### src/rtl/spi_sfr_pkg.sv
package spi_sfr_pkg;
    localparam int DATA_W  = 8;
    localparam int EDGES   = 2 * DATA_W;
    localparam int EDGE_W  = $clog2(EDGES + 1);
    localparam int RATE_W  = 2;
    localparam int DIV_W   = 7;

    localparam logic [1:0] A_CTRL = 2'd0;
    localparam logic [1:0] A_STAT = 2'd1;
    localparam logic [1:0] A_DATA = 2'd2;

    localparam int B_IRQEN  = 7;
    localparam int B_EN     = 6;
    localparam int B_MASTER = 4;
    localparam int B_CPOL   = 3;
    localparam int B_CPHA   = 2;
    localparam int B_DONE   = 7;
    localparam int B_WCOL   = 6;

    typedef struct packed {
        logic              busy;
        logic              sck;
        logic              ss_n;
        logic [DATA_W-1:0] shreg;
        logic              rx_bit;
        logic [EDGE_W-1:0] cnt;
        logic              sck_prev;
    } eng_t;

    typedef struct packed {
        logic              irq_en;
        logic              en;
        logic              master;
        logic              cpol;
        logic              cpha;
        logic [RATE_W-1:0] rate;
        logic              done;
        logic              wcol;
        logic [DATA_W-1:0] rxd;
    } regs_t;

    function automatic int half_len(input logic [RATE_W-1:0] code);
        case (code)
            2'd0:    return 2;
            2'd1:    return 8;
            2'd2:    return 32;
            default: return 64;
        endcase
    endfunction
endpackage

### src/rtl/spi_rate_div.sv
module spi_rate_div
    import spi_sfr_pkg::*;
#(
    parameter int CNT_W = DIV_W
) (
    input  logic              clk,
    input  logic              rst_n,
    input  logic              run,
    input  logic [RATE_W-1:0] rate,
    output logic              tick
);
    logic [CNT_W-1:0] cnt_d, cnt_q, half;

    always_comb begin
        half  = CNT_W'(half_len(rate));
        tick  = run && (cnt_q == half - 1'b1);
        cnt_d = cnt_q + 1'b1;
        if (!run || tick) cnt_d = '0;
    end

    always_ff @(posedge clk or negedge rst_n) begin
        if (!rst_n) cnt_q <= '0;
        else        cnt_q <= cnt_d;
    end

    // the count advances by one each cycle between ticks
    a_r1_count_steps: assert property (@(posedge clk) disable iff (!rst_n)
        run && $past(run) && !$past(tick) |-> cnt_q == $past(cnt_q) + 1'b1);

    // the count never passes the selected half period
    a_r1_below_half: assert property (@(posedge clk) disable iff (!rst_n)
        run && $stable(rate) |-> cnt_q < half);
endmodule

### src/rtl/spi_shift_engine.sv
module spi_shift_engine
    import spi_sfr_pkg::*;
(
    input  logic              clk,
    input  logic              rst_n,
    input  logic              en,
    input  logic              master,
    input  logic              cpol,
    input  logic              cpha,
    input  logic [RATE_W-1:0] rate,
    input  logic              load,
    input  logic [DATA_W-1:0] wdata,
    input  logic              sck_i,
    input  logic              ss_n_i,
    input  logic              sdi,
    output logic              sck_o,
    output logic              ss_n_o,
    output logic              sdo,
    output logic              busy,
    output logic              done,
    output logic [DATA_W-1:0] rx_byte
);
    eng_t              q, d;
    logic              tick, ev, lead, sample;
    logic [EDGE_W-1:0] n;

    spi_rate_div u_div (
        .clk  (clk),
        .rst_n(rst_n),
        .run  (en && master && q.busy),
        .rate (rate),
        .tick (tick)
    );

    always_comb begin
        d          = q;
        d.sck_prev = sck_i;
        done       = 1'b0;
        ev         = 1'b0;
        rx_byte    = {q.shreg[DATA_W-2:0], cpha ? sdi : q.rx_bit};
        if (!en) begin
            d.busy = 1'b0;
            d.cnt  = '0;
            d.ss_n = 1'b1;
            d.sck  = cpol;
        end else if (master) begin
            if (!q.busy) begin
                d.sck  = cpol;
                d.ss_n = 1'b1;
                if (load) begin
                    d.shreg = wdata;
                    d.busy  = 1'b1;
                    d.ss_n  = 1'b0;
                    d.cnt   = '0;
                end
            end else if (tick) begin
                d.sck = ~q.sck;
                ev    = 1'b1;
            end
        end else begin
            d.sck  = cpol;
            d.ss_n = 1'b1;
            if (load && !q.busy) d.shreg = wdata;
            if (ss_n_i) begin
                d.busy = 1'b0;
                d.cnt  = '0;
            end else if (sck_i != q.sck_prev) begin
                ev     = 1'b1;
                d.busy = 1'b1;
            end
        end

        n      = q.cnt + 1'b1;
        lead   = n[0];
        sample = lead ^ cpha;
        if (ev) begin
            d.cnt = n;
            if (sample) d.rx_bit = sdi;
            if (n == EDGE_W'(EDGES)) begin
                d.shreg = rx_byte;
                done    = 1'b1;
                d.busy  = 1'b0;
                d.cnt   = '0;
                d.ss_n  = 1'b1;
            end else if (!sample && n != 1) begin
                d.shreg = {q.shreg[DATA_W-2:0], q.rx_bit};
            end
        end
    end

    always_ff @(posedge clk or negedge rst_n) begin
        if (!rst_n) begin
            q          <= '0;
            q.ss_n     <= 1'b1;
        end else begin
            q <= d;
        end
    end

    assign sck_o  = q.sck;
    assign ss_n_o = q.ss_n;
    assign sdo    = q.shreg[DATA_W-1];
    assign busy   = q.busy;

    // select stays low for the whole master byte
    a_r4_ss_low_busy: assert property (@(posedge clk) disable iff (!rst_n)
        en && master && q.busy |-> !ss_n_o);

    // idle master clock sits at the polarity level
    a_r5_sck_idle: assert property (@(posedge clk) disable iff (!rst_n)
        en && master && !q.busy && $past(en && master && !q.busy) && $stable(cpol)
        |-> sck_o == cpol);

    // between clock edges the byte in flight is untouched, writes included
    a_r7_shreg_held: assert property (@(posedge clk) disable iff (!rst_n)
        en && master && q.busy && !tick |=> $stable(q.shreg));

    // never more than 16 edges in a byte
    a_r2_edge_bound: assert property (@(posedge clk) disable iff (!rst_n)
        q.cnt < EDGE_W'(EDGES));
endmodule

### src/rtl/spi_sfr_ctrl.sv
module spi_sfr_ctrl
    import spi_sfr_pkg::*;
(
    input  logic              clk,
    input  logic              rst_n,
    input  logic [1:0]        sfr_addr,
    input  logic              sfr_wr,
    input  logic [DATA_W-1:0] sfr_wdata,
    output logic [DATA_W-1:0] sfr_rdata,
    input  logic              sys_irq_en,
    output logic              irq_o,
    output logic              sck_o,
    input  logic              sck_i,
    output logic              ss_n_o,
    input  logic              ss_n_i,
    output logic              sdo,
    input  logic              sdi
);
    regs_t             q, d;
    logic              eng_busy, eng_done, wr_data, collide, load;
    logic [DATA_W-1:0] rx_byte;

    assign wr_data = sfr_wr && (sfr_addr == A_DATA);
    assign collide = wr_data && eng_busy;
    assign load    = wr_data && !eng_busy;

    spi_shift_engine u_eng (
        .clk    (clk),
        .rst_n  (rst_n),
        .en     (q.en),
        .master (q.master),
        .cpol   (q.cpol),
        .cpha   (q.cpha),
        .rate   (q.rate),
        .load   (load),
        .wdata  (sfr_wdata),
        .sck_i  (sck_i),
        .ss_n_i (ss_n_i),
        .sdi    (sdi),
        .sck_o  (sck_o),
        .ss_n_o (ss_n_o),
        .sdo    (sdo),
        .busy   (eng_busy),
        .done   (eng_done),
        .rx_byte(rx_byte)
    );

    always_comb begin
        d = q;
        if (sfr_wr && sfr_addr == A_CTRL) begin
            d.irq_en = sfr_wdata[B_IRQEN];
            d.en     = sfr_wdata[B_EN];
            d.master = sfr_wdata[B_MASTER];
            d.cpol   = sfr_wdata[B_CPOL];
            d.cpha   = sfr_wdata[B_CPHA];
            d.rate   = sfr_wdata[RATE_W-1:0];
        end
        if (sfr_wr && sfr_addr == A_STAT) begin
            d.done = q.done & sfr_wdata[B_DONE];
            d.wcol = q.wcol & sfr_wdata[B_WCOL];
        end
        if (collide) d.wcol = 1'b1;
        if (eng_done) begin
            d.done = 1'b1;
            d.rxd  = rx_byte;
        end
    end

    always_ff @(posedge clk or negedge rst_n) begin
        if (!rst_n) q <= '0;
        else        q <= d;
    end

    always_comb begin
        case (sfr_addr)
            A_CTRL:  sfr_rdata = {q.irq_en, q.en, 1'b0, q.master, q.cpol, q.cpha, q.rate};
            A_STAT:  sfr_rdata = {q.done, q.wcol, 6'b0};
            A_DATA:  sfr_rdata = q.rxd;
            default: sfr_rdata = '0;
        endcase
    end

    assign irq_o = q.done && q.irq_en && sys_irq_en;

    // a data write during a transfer raises the collision flag
    a_r7_wcol_set: assert property (@(posedge clk) disable iff (!rst_n)
        wr_data && eng_busy |=> sfr_rdata[B_WCOL] || sfr_addr != A_STAT);

    // completion flag survives anything but a clearing status write
    a_r6_done_sticky: assert property (@(posedge clk) disable iff (!rst_n)
        q.done && !(sfr_wr && sfr_addr == A_STAT && !sfr_wdata[B_DONE]) |=> q.done);

    // collision flag survives anything but a clearing status write
    a_r7_wcol_sticky: assert property (@(posedge clk) disable iff (!rst_n)
        q.wcol && !(sfr_wr && sfr_addr == A_STAT && !sfr_wdata[B_WCOL]) |=> q.wcol);

    // a request never appears without the external enable
    a_r8_irq_gate: assert property (@(posedge clk) disable iff (!rst_n)
        irq_o |-> sys_irq_en && q.irq_en);

    // reserved status bits read zero
    a_r9_reserved_zero: assert property (@(posedge clk) disable iff (!rst_n)
        sfr_addr == A_STAT |-> sfr_rdata[5:0] == 6'b0);
endmodule

### config.mk
export PLATFORM = sky130hd
export DESIGN_NAME = spi_sfr_ctrl
export DESIGN_NICKNAME = d
export VERILOG_FILES = /design/src/rtl/spi_sfr_pkg.sv /design/src/rtl/spi_rate_div.sv /design/src/rtl/spi_shift_engine.sv /design/src/rtl/spi_sfr_ctrl.sv
export SDC_FILE = /design/constraint.sdc
export NUM_CORES = 1
export LEC_CHECK = 0
export BUFFER_PORTS_ARGS = -buffer_cell sky130_fd_sc_hd__buf_2
export CAP_MARGIN = 20
export CORE_ASPECT_RATIO = 1.4
export CORE_UTILIZATION = 50
export CTS_CLUSTER_DIAMETER = 60
export DETAILED_ROUTE_END_ITERATION = 10
export PLACE_DENSITY = 0.76
export SLEW_MARGIN = 10
export SYNTH_ARGS = -nofsm -noshare
export SYNTH_HDL_FRONTEND = slang
export SYNTH_SLANG_ARGS = --single-unit
### constraint.sdc
create_clock -name clk -period 2.75 [get_ports clk]
set_input_delay 0.275 -clock clk [delete_from_list [all_inputs] [get_ports clk]]
set_output_delay 0.275 -clock clk [all_outputs]
set_load 0.005 [all_outputs]
# ---- Word-level counts from Yosys, hierarchy flattened
# Index checks and enable logic that the tools add are counted.
dict set report word_totals {
  ff_bits 42
  elab_cells 98
  in_bits 17
  out_inout_bits 12
}
dict set report op_classes {
  add_sub_neg 3
  n_mux 40
  n_reduce_logical 22
  n_bitwise 4
  n_eq_ne 12
}
# cell n
set ops {}
lappend ops {{two-way mux 8 bit} 4}
lappend ops {{two-way mux 5 bit} 6}
lappend ops {{one-hot mux 8 bit (3 select lines)} 1}
lappend ops {{two-way mux 1 bit} 21}
lappend ops {{one-hot mux 7 bit (3 select lines)} 1}
lappend ops {{two-way mux 9 bit} 2}
lappend ops {{two-way mux 15 bit} 1}
lappend ops {{logical AND 1 bit} 12}
lappend ops {{two-way mux 11 bit} 1}
lappend ops {{inequality test 4 bit (second input constant)} 2}
lappend ops {{adder 7 x 1 -> 7 bit (second input constant)} 1}
lappend ops {{equality test 7 bit} 1}
lappend ops {{two-way mux 7 bit} 1}
lappend ops {{subtractor 7 x 1 -> 7 bit (second input constant)} 1}
lappend ops {{adder 5 x 1 -> 5 bit (second input constant)} 1}
lappend ops {{equality test 5 bit (second input constant)} 1}
lappend ops {{inequality test 5 x 1 -> 1 bit (second input constant)} 1}
lappend ops {{equality test 2 x 1 -> 1 bit (second input constant)} 2}
lappend ops {{equality test 2 bit (second input constant)} 2}
lappend ops {{logical NOT 2 bit} 2}
lappend ops {{inequality test 4 x 2 -> 1 bit (second input constant)} 1}
lappend ops {{inequality test 4 x 3 -> 1 bit (second input constant)} 1}
lappend ops {{nonzero test 2 bit} 2}
lappend ops {{logical NOT 1 bit} 3}
lappend ops {{9 further kinds} 10}

# ---- Longest topological paths before layout
# Gate-level depths: netlist of the first run.
dict set report depth {
  ltp_word 12
  mapped_depth 8
  depth_no_buf 7
}

# ---- Modules after synthesis
# A second synthesis of the first run with hierarchy kept.
dict set report unflattened {
  cells_unflattened 198
  area_unflattened_um2 2316.0
}
# mod n_inst cells_each area_each_um2
set modules_own_cells {}
lappend modules_own_cells {spi_shift_engine 1 100 1102.3}
lappend modules_own_cells {spi_sfr_ctrl 1 60 819.5}
lappend modules_own_cells {spi_rate_div 1 38 394.1}

# ---- Worst setup path before layout of the first run
# OpenSTA, ideal clock, no wires.
dict set report synth_path {
  path_type {register -> register}
  startpoint {register q[11] in the netlist's numbering}
  endpoint {register q[1] in the netlist's numbering}
  t_arrival_ps 2298
  setup_slack_ps 324
  synth_period_minus_slack_ps 2426
  setup_ps 128
  required_time_ps 2622
  path_stages_with_launch 9
  path_cell_list {dfrtp_1 or2_2 ha_1 xnor2_1 a2111oi_4 a41o_1 buf_6 nand3_4 mux2_1}
}
dict set report synth_via {
  elab_chain_len 10
  word_cells_on_any_way 12
}
# item line
set synth_rtl {}
lappend synth_rtl {{from (decl)} spi_sfr_ctrl.sv:19} ;# regs_t q, d;
lappend synth_rtl {{from (signal assigned)} spi_sfr_ctrl.sv:70} ;# if (!rst_n) q <= '0;
lappend synth_rtl {{from (signal assigned)} spi_sfr_ctrl.sv:71} ;# else q <= d;
lappend synth_rtl {{equality test 2 bit, or another cell as far along} spi_sfr_pkg.sv:43} ;# case (code)
lappend synth_rtl {{one-hot mux 7 bit (3 select lines) *} spi_sfr_pkg.sv:43}
lappend synth_rtl {{subtractor 7 x 1 -> 7 bit *} spi_rate_div.sv:16} ;# tick = run && (cnt_q == half - 1'b1);
lappend synth_rtl {{equality test 7 bit *} spi_rate_div.sv:16}
lappend synth_rtl {{logical AND 1 bit *} spi_rate_div.sv:16}
lappend synth_rtl {{two-way mux 1 bit *} spi_shift_engine.sv:56} ;# end else if (tick) begin
lappend synth_rtl {{two-way mux 1 bit *} spi_shift_engine.sv:47} ;# if (!q.busy) begin
lappend synth_rtl {{two-way mux 1 bit *} spi_shift_engine.sv:46} ;# end else if (master) begin
lappend synth_rtl {{two-way mux 1 bit *} spi_shift_engine.sv:41} ;# if (!en) begin
lappend synth_rtl {{two-way mux 1 bit *} spi_shift_engine.sv:76} ;# if (ev) begin
# Every way passes the cells marked *; elsewhere a longest branch is shown, timed or not.
# A chain may end at the register's enable or synchronous reset.

# ---- Worst setup path after layout of the first run
# Ends and elaborated chain as after synthesis.

==> out/metrics.yaml, run 1 <==
outcome:
  status: "finished clean"
worst_setup_path:
  crit_start: "q[11]$_DFFE_PN0P_"
  worstSetupEndpointType: "flip-flop"
  crit_path_max_fanout: 9
  cp-endpoint: "q[1]$_DFFE_PN0P_"
  cp-start-kind: "flip-flop"
  crit_type: "reg2reg"
  required_ns: 2.93
  r2r-end: "q[1]$_DFFE_PN0P_"
  cp_slowest_stage_delay_ns: 0.38
  reg2reg_depth: 7
  rrSetupSlack_ns: 0.22
  slowest_stage: "dfrtp_1"
  arrival_ns: 2.72
  cp.depth: 7
  cpLargestDelayFamily: "compound AO/OA/AOI/OAI gates"
  crit_buf_inv: 0
  crit-reg2reg-launch: "q[11]$_DFFE_PN0P_"
  crit_chain: "or2_2 > ha_1 > xnor2_1 > a2111oi_4 > a41o_1 > nand3_4 > mux2_1"
clocking:
  postCtsSetupBuffers: 0
  htreeDepth: 2
  cts_resized: 0
  numCtsBuffers: 5
  clock_path_buffers: 2
  clockRootBuffer: "clkbuf_8"
  clk_pin_slew_worst_paths_ns: 0.08
  cts.sinks: 42
  ctsHoldBuffers: 0
  clk_latency_ns: 0.29
  cts_tree: "built"
yosys:
  yosysUniqueCellTypes: 40
  synth_area_leaders: "dfrtp_1 45%, mux2_2 14%, mux2i_1 4.8%, xnor2_1 3.1%, ha_1 2.7%"
  synth-async-reset-ratio_pct: 100
  yosysTopAreaCell: "dfrtp_1"
  synth.most_common_cell: "dfrtp_1"
  synthFlopType: "dfrtp_1"
  syn_area_um2: 2300
  synth_top_area_share_pct: 44.7
  ys_ff_latch: 42
  synthCells: 208
  yosys_warnings: 0
  syn-num-nets: 230
  synth_edf_count: 0
  avgSynthCellArea_um2: 11.0
  yosysSeqAreaShare_pct: 45.8
  synth_common_cells: "41 x dfrtp_1, 28 x mux2_2, 15 x nand2_1, 15 x nor2_1, 12 x nand3_1"
pwr:
  switching_share_pct: 26.5
  vdd_drop_max_v: 0.000328
  comb_power_share_pct: 20.2
  seqPwrFrac_pct: 46.2
  pwr_density_cell_nw_per_um2: 655
  totalPowerFinal_w: 0.00173
  p_int_w: 0.00127
  p_switching_w: 0.000460
  p_clk_share_pct: 33.6
  p_leak_nw: 1.24
timing:
  slew_viol_final: 0
  tightest_slew_ns: 0.933
  whs_ns: 0.113
  fin_crit_sh_pct: 92.2
  setup_tns_ns: 0
  max-slew-margin-rel_pct: 37.8
  rsz0062_at_grt: "false"
  period_needed_ns: 2.53
  final_hold_viol_count: 0
  fmax_ghz: 0.395
  setup_viol: 0
  finClkSkew_ns: 0.00755
  fin_ws_ns: 0.216
placement:
  place_congestion: 0.877
  dpl_worst_slack_ns: 0.238
  port_buffers: 28
  post-dp-hpwl_um: 3210
grt:
  antenna_found_initial: 0
  grt_overflow: 0
  grt_pass1_wl_um: 7500
  grt_usage_pct: 20.8
  grt_pass1_vias: 1665
  grt_max_degree: 43
route:
  finalWirelength_um: 4540
  post_drt_wl_per_cell_um: 15.1
  drt-initial-drc-count: 70
  via_count: 1684
  ant_nets: 0
  via_per_inst: 5.59
  drc_errors: 0
  drt_first_pass_iters: 4
layout:
  multiInputGateArea_um2: 1190
  antennaDiodeCount: 0
  drive_gt1_share_pct: 31.5
  num-nets-final: 262
  finish.utilization_pct: 61.4
  num-fill-cells: 377
  syn_to_final_growth_pct: 15.3
  regArea_um2: 1050
floorplan:
  initial_core_util_pct: 53.3
  die_h_um: 82.2
  design.die.area_um2: 4870
  num_io_pins: 29
  fp.coreArea_um2: 4310
  fp.dieW_um: 59.3
  rows: 28
worst_hold_path:
  worstHoldPathCells: 1
  min_path_type: "in2reg"
flow_run:
  maxCapViolCount: 0
-- power groups by stage --
stage / sequential (W) / clock (W) / combinational (W)
after floorplan: 0.000782 / 0 / 0.000258
after global placement: 0.000808 / 0 / 0.000340
after detailed placement: 0.000811 / 0 / 0.000352
after CTS: 0.000800 / 0.000599 / 0.000355
after global routing: 0.000816 / 0.000626 / 0.000387
final: 0.000801 / 0.000582 / 0.000350
-- worst min-delay path by stage --
stage                      endpoint  startpoint  slack, ns
6_report       u_eng.q[0]$_DFF_PN0_       sck_i       0.11
5_1_grt        u_eng.q[0]$_DFF_PN0_       sck_i       0.11
4_1_cts        u_eng.q[0]$_DFF_PN0_       sck_i       0.10
3_5_place_dp   u_eng.q[0]$_DFF_PN0_       sck_i       0.41
3_3_place_gp   u_eng.q[0]$_DFF_PN0_       sck_i       0.41
2_1_floorplan      q[0]$_DFFE_PN0P_       rst_n      -0.02
-- stage by stage --
step,instance area (µm²),cells
after floorplan,2300,208
final,2650,301
after global placement,2510,293
after CTS,2650,301
after global routing,2650,301
after detailed placement,2510,293
-- registers in the layout (all words and copies together), names as in the netlist --
| signal | count |
|---|---|
| q | 17 |
| u_eng.q | 7 |
| u_eng.rx_byte | 7 |
| u_eng.u_div.cnt_q | 7 |
| u_eng.busy | 1 |
| u_eng.sck_o | 1 |
| u_eng.sdo | 1 |
| u_eng.ss_n_o | 1 |
-- per-layer routing --
layer / vias to the layer above / global-route usage (%) / share of wire, %
li1: 805 / - / -
met1: 837 / 24.2 / 40
met2: 32 / 36.7 / 54
met3: 10 / 3.58 / 2.9
met4: 0 / 9.52 / 2.4
met5: - / 0 / 0
-- cells in the final DEF, fill, tap and decap left out, drive strengths merged, types with 6 or more instances in the layout --
| cell | n |
|---|---|
| mux2i | 11 |
| dfrtp | 41 |
| o21ai | 8 |
| nand3 | 13 |
| and3 | 8 |
| nor2 | 15 |
| buf | 33 |
| xor2 | 6 |
| xnor2 | 8 |
| mux2 | 29 |
| nand2 | 15 |
-- final cells by class --
type | instances | share of cell area, %
Timing Repair Buffer | 33 | 6.71
Inverter | 5 | 0.709
Multi-Input combinational cell | 153 | 44.8
Tap cell | 60 | 2.84
Sequential cell | 42 | 39.7
Clock buffer | 5 | 2.60
Clock inverter | 3 | 2.60
-- cells by family (layout without fill, tap and decap cells) --
logic type / Yosys count / count (layout) / synth area share (%)
compound gates: 28 / 28 / 9.86
xor+xnor: 14 / 14 / 5.34
simple gates: 66 / 66 / 14.7
fa+ha+maj: 5 / 5 / 2.72
flops: 42 / 42 / 45.8
mux: 40 / 40 / 19.0
buf+inv: 13 / 46 / 2.51
Note: power is estimated with default switching activity, not from simulation.
==> run 2, diff against run 1 <==
--- a/config.mk
+++ b/config.mk
@@ -5,13 +5,13 @@
 export SDC_FILE = /design/constraint.sdc
 export NUM_CORES = 1
 export LEC_CHECK = 0
-export BUFFER_PORTS_ARGS = -buffer_cell sky130_fd_sc_hd__buf_2
 export CAP_MARGIN = 20
 export CORE_ASPECT_RATIO = 1.4
-export CORE_UTILIZATION = 50
+export CORE_UTILIZATION = 60
 export CTS_CLUSTER_DIAMETER = 60
 export DETAILED_ROUTE_END_ITERATION = 10
-export PLACE_DENSITY = 0.76
+export DONT_BUFFER_PORTS = 1
+export PLACE_DENSITY = 0.82
 export SLEW_MARGIN = 10
 export SYNTH_ARGS = -nofsm -noshare
 export SYNTH_HDL_FRONTEND = slang
==> out/metrics.yaml, run 2 (same netlist as run 1, synthesis figures left out) <==
layout:
  drive_gt1_share_pct: 21.0  # -11 points
  most-common-layout-cells: "41 x dfrtp_1, 28 x mux2_2, 15 x nand2_1, 15 x nor2_1, 12 x nand3_1"
  largest_reg_flops: 17  # unchanged
  finish.utilization_pct: 68.0  # +6.6 points
  num-nets-final: 235  # -10%
  layout_commonest_cell: "dfrtp_1"
  syn_to_final_growth_pct: 7.96
  top_register: "q"
  antennaDiodeCount: 0  # unchanged
timing:
  finClkSkew_ns: 0.00643  # -0.00112 ns
  setup_viol: 0  # unchanged
  tightest_slew_ns: 0.723  # -0.211 ns
  fmax_ghz: 0.394  # -0.20%
  max-slew-margin-rel_pct: 51.6  # +14 points
  fin_ws_ns: 0.211  # -0.00497 ns
  slew_viol_final: 0  # unchanged
  final_hold_viol_count: 0  # unchanged
  fin_crit_sh_pct: 92.3  # +0.18 points
  rsz0062_at_grt: "false"
  period_needed_ns: 2.54  # +0.00497 ns
  setup_tns_ns: 0  # unchanged
clocking:
  postCtsSetupBuffers: 0  # unchanged
  htreeDepth: 2  # unchanged
  clockRootBuffer: "clkbuf_8"
  numCtsBuffers: 5  # unchanged
  clk_latency_ns: 0.30  # about the same
  cts_resized: 0  # unchanged
  cts.sinks: 42  # unchanged
  cts_tree: "built"
  clock_path_buffers: 2  # unchanged
  clk_pin_slew_worst_paths_ns: 0.08  # about the same
worst_setup_path:
  crit_chain: "or2_2 > ha_1 > xnor2_1 > a2111oi_4 > a41o_1 > nand3_4 > mux2_1"
  crit_type: "reg2reg"
  worstSetupEndpointType: "flip-flop"
  slowest_stage: "mux2_1"
  cp-start-kind: "flip-flop"
  reg2reg_depth: 7  # unchanged
  required_ns: 2.93  # about the same
  crit_path_max_fanout: 9  # unchanged
  arrival_ns: 2.72  # about the same
  cp_slowest_stage_delay_ns: 0.39  # about the same
route:
  drt_first_pass_iters: 4  # unchanged
  ant_nets: 0  # unchanged
  via_count: 1568  # -6.9%
  finalWirelength_um: 4690  # +3.4%
  via_per_inst: 6.13  # +9.5%
  drc_errors: 0  # unchanged
  post_drt_wl_per_cell_um: 18.3  # +22%
  drt-initial-drc-count: 20  # -71%
floorplan:
  design.die.area_um2: 4080  # -16%
  fp.dieW_um: 54.3  # -8.4%
  rows: 26  # -7.1%
  num_io_pins: 29  # unchanged
  initial_core_util_pct: 63.0  # +9.7 points
  die_h_um: 75.2  # -8.5%
  fp.coreArea_um2: 3640  # -15%
placement:
  place_congestion: 0.853  # -2.8%
  port_buffers: 0  # -100%
  dpl_worst_slack_ns: 0.241  # +0.00280 ns
  post-dp-hpwl_um: 3460  # +7.7%
grt:
  grt_pass1_wl_um: 7180  # -4.3%
  antenna_found_initial: 0  # unchanged
  grt_pass1_vias: 1654  # -0.66%
  grt_overflow: 0  # unchanged
  grt_usage_pct: 25.7  # +4.9 points
  grt_max_degree: 43  # unchanged
worst_hold_path:
  worstHoldPathCells: 1  # unchanged
  min_path_type: "in2reg"
outcome:
  status: "finished clean"
pwr:
  p_leak_nw: 1.12  # -10%
  vdd_drop_max_v: 0.000455  # +39%
  pwr_density_cell_nw_per_um2: 646  # -1.3%
flow_run:
  maxCapViolCount: 0  # unchanged
## run 2: power by group
group	internal, W	switching (W)
registers	0.000715	0.000102
logic	0.000176	0.000129
clock network	0.000272	0.000209
total	0.00116	0.000440
## run 2: path summary, 6_finish.rpt
kind / start / end / slack [ns]
worst max-delay path: q[11]$_DFFE_PN0P_ / q[1]$_DFFE_PN0P_ / 0.21
worst min-delay path: sfr_addr[0] / q[8]$_DFFE_PN0P_ / 0.09
worst max register to register: q[11]$_DFFE_PN0P_ / q[1]$_DFFE_PN0P_ / 0.21
worst min register to register: u_eng.u_div.cnt_q[0]$_DFF_PN0_ / u_eng.u_div.cnt_q[0]$_DFF_PN0_ / 0.50
max in group asynchronous: rst_n / u_eng.ss_n_o$_DFF_PN1_ / 2.06
min in group asynchronous: rst_n / u_eng.u_div.cnt_q[5]$_DFF_PN0_ / 0.42
## run 2: layer usage
| metal | track usage (%) | up-vias | routed length (µm) | share of wire, % |
|---|---|---|---|---|
| li1 | - | 747 | - | - |
| met1 | 25.9 | 776 | 1790 | 38 |
| met2 | 45.8 | 33 | 2590 | 55 |
| met3 | 7.47 | 12 | 194 | 4.1 |
| met4 | 14.0 | 0 | 118 | 2.5 |
| met5 | 0 | - | 0 | 0 |
## run 2: critical path, delay by kind of cell, from the launching register on
kind | cells | cell delay [ns]
and+or+nand+nor | 2 | 0.48
muxes | 1 | 0.39
adders and majority gates | 1 | 0.30
AOI/OAI and AO/OA | 2 | 0.71
xor gates and xnor gates | 1 | 0.16
DFF | 1 | 0.38
## run 2: repair_timing
item	4_1_cts	5_1_grt
hold endpoints to repair	43	0
setup endpoints to repair	0	0
hold buffers	3	0
## run 2: layout make-up
class	instances	area (µm²)
timing repair buffer	6	62.6
clock inverter	1	30.0
clock buffer	7	76.3
tap	42	52.6
fill	278	1160
multi-input combinational	153	1190
sequential	42	1050
inverter	5	18.8
## run 2: stage by stage
step	hold WS (ns)	std cells	power (W)	area (µm²)
6_report	0.0909	256	0.00160	2480
5_1_grt	0.0840	256	0.00167	2480
4_1_cts	0.0974	256	0.00161	2480
3_5_place_dp	-0.0196	245	0.00111	2330
3_3_place_gp	-0.0196	245	0.00109	2330
2_1_floorplan	-0.0206	208	0.00104	2300
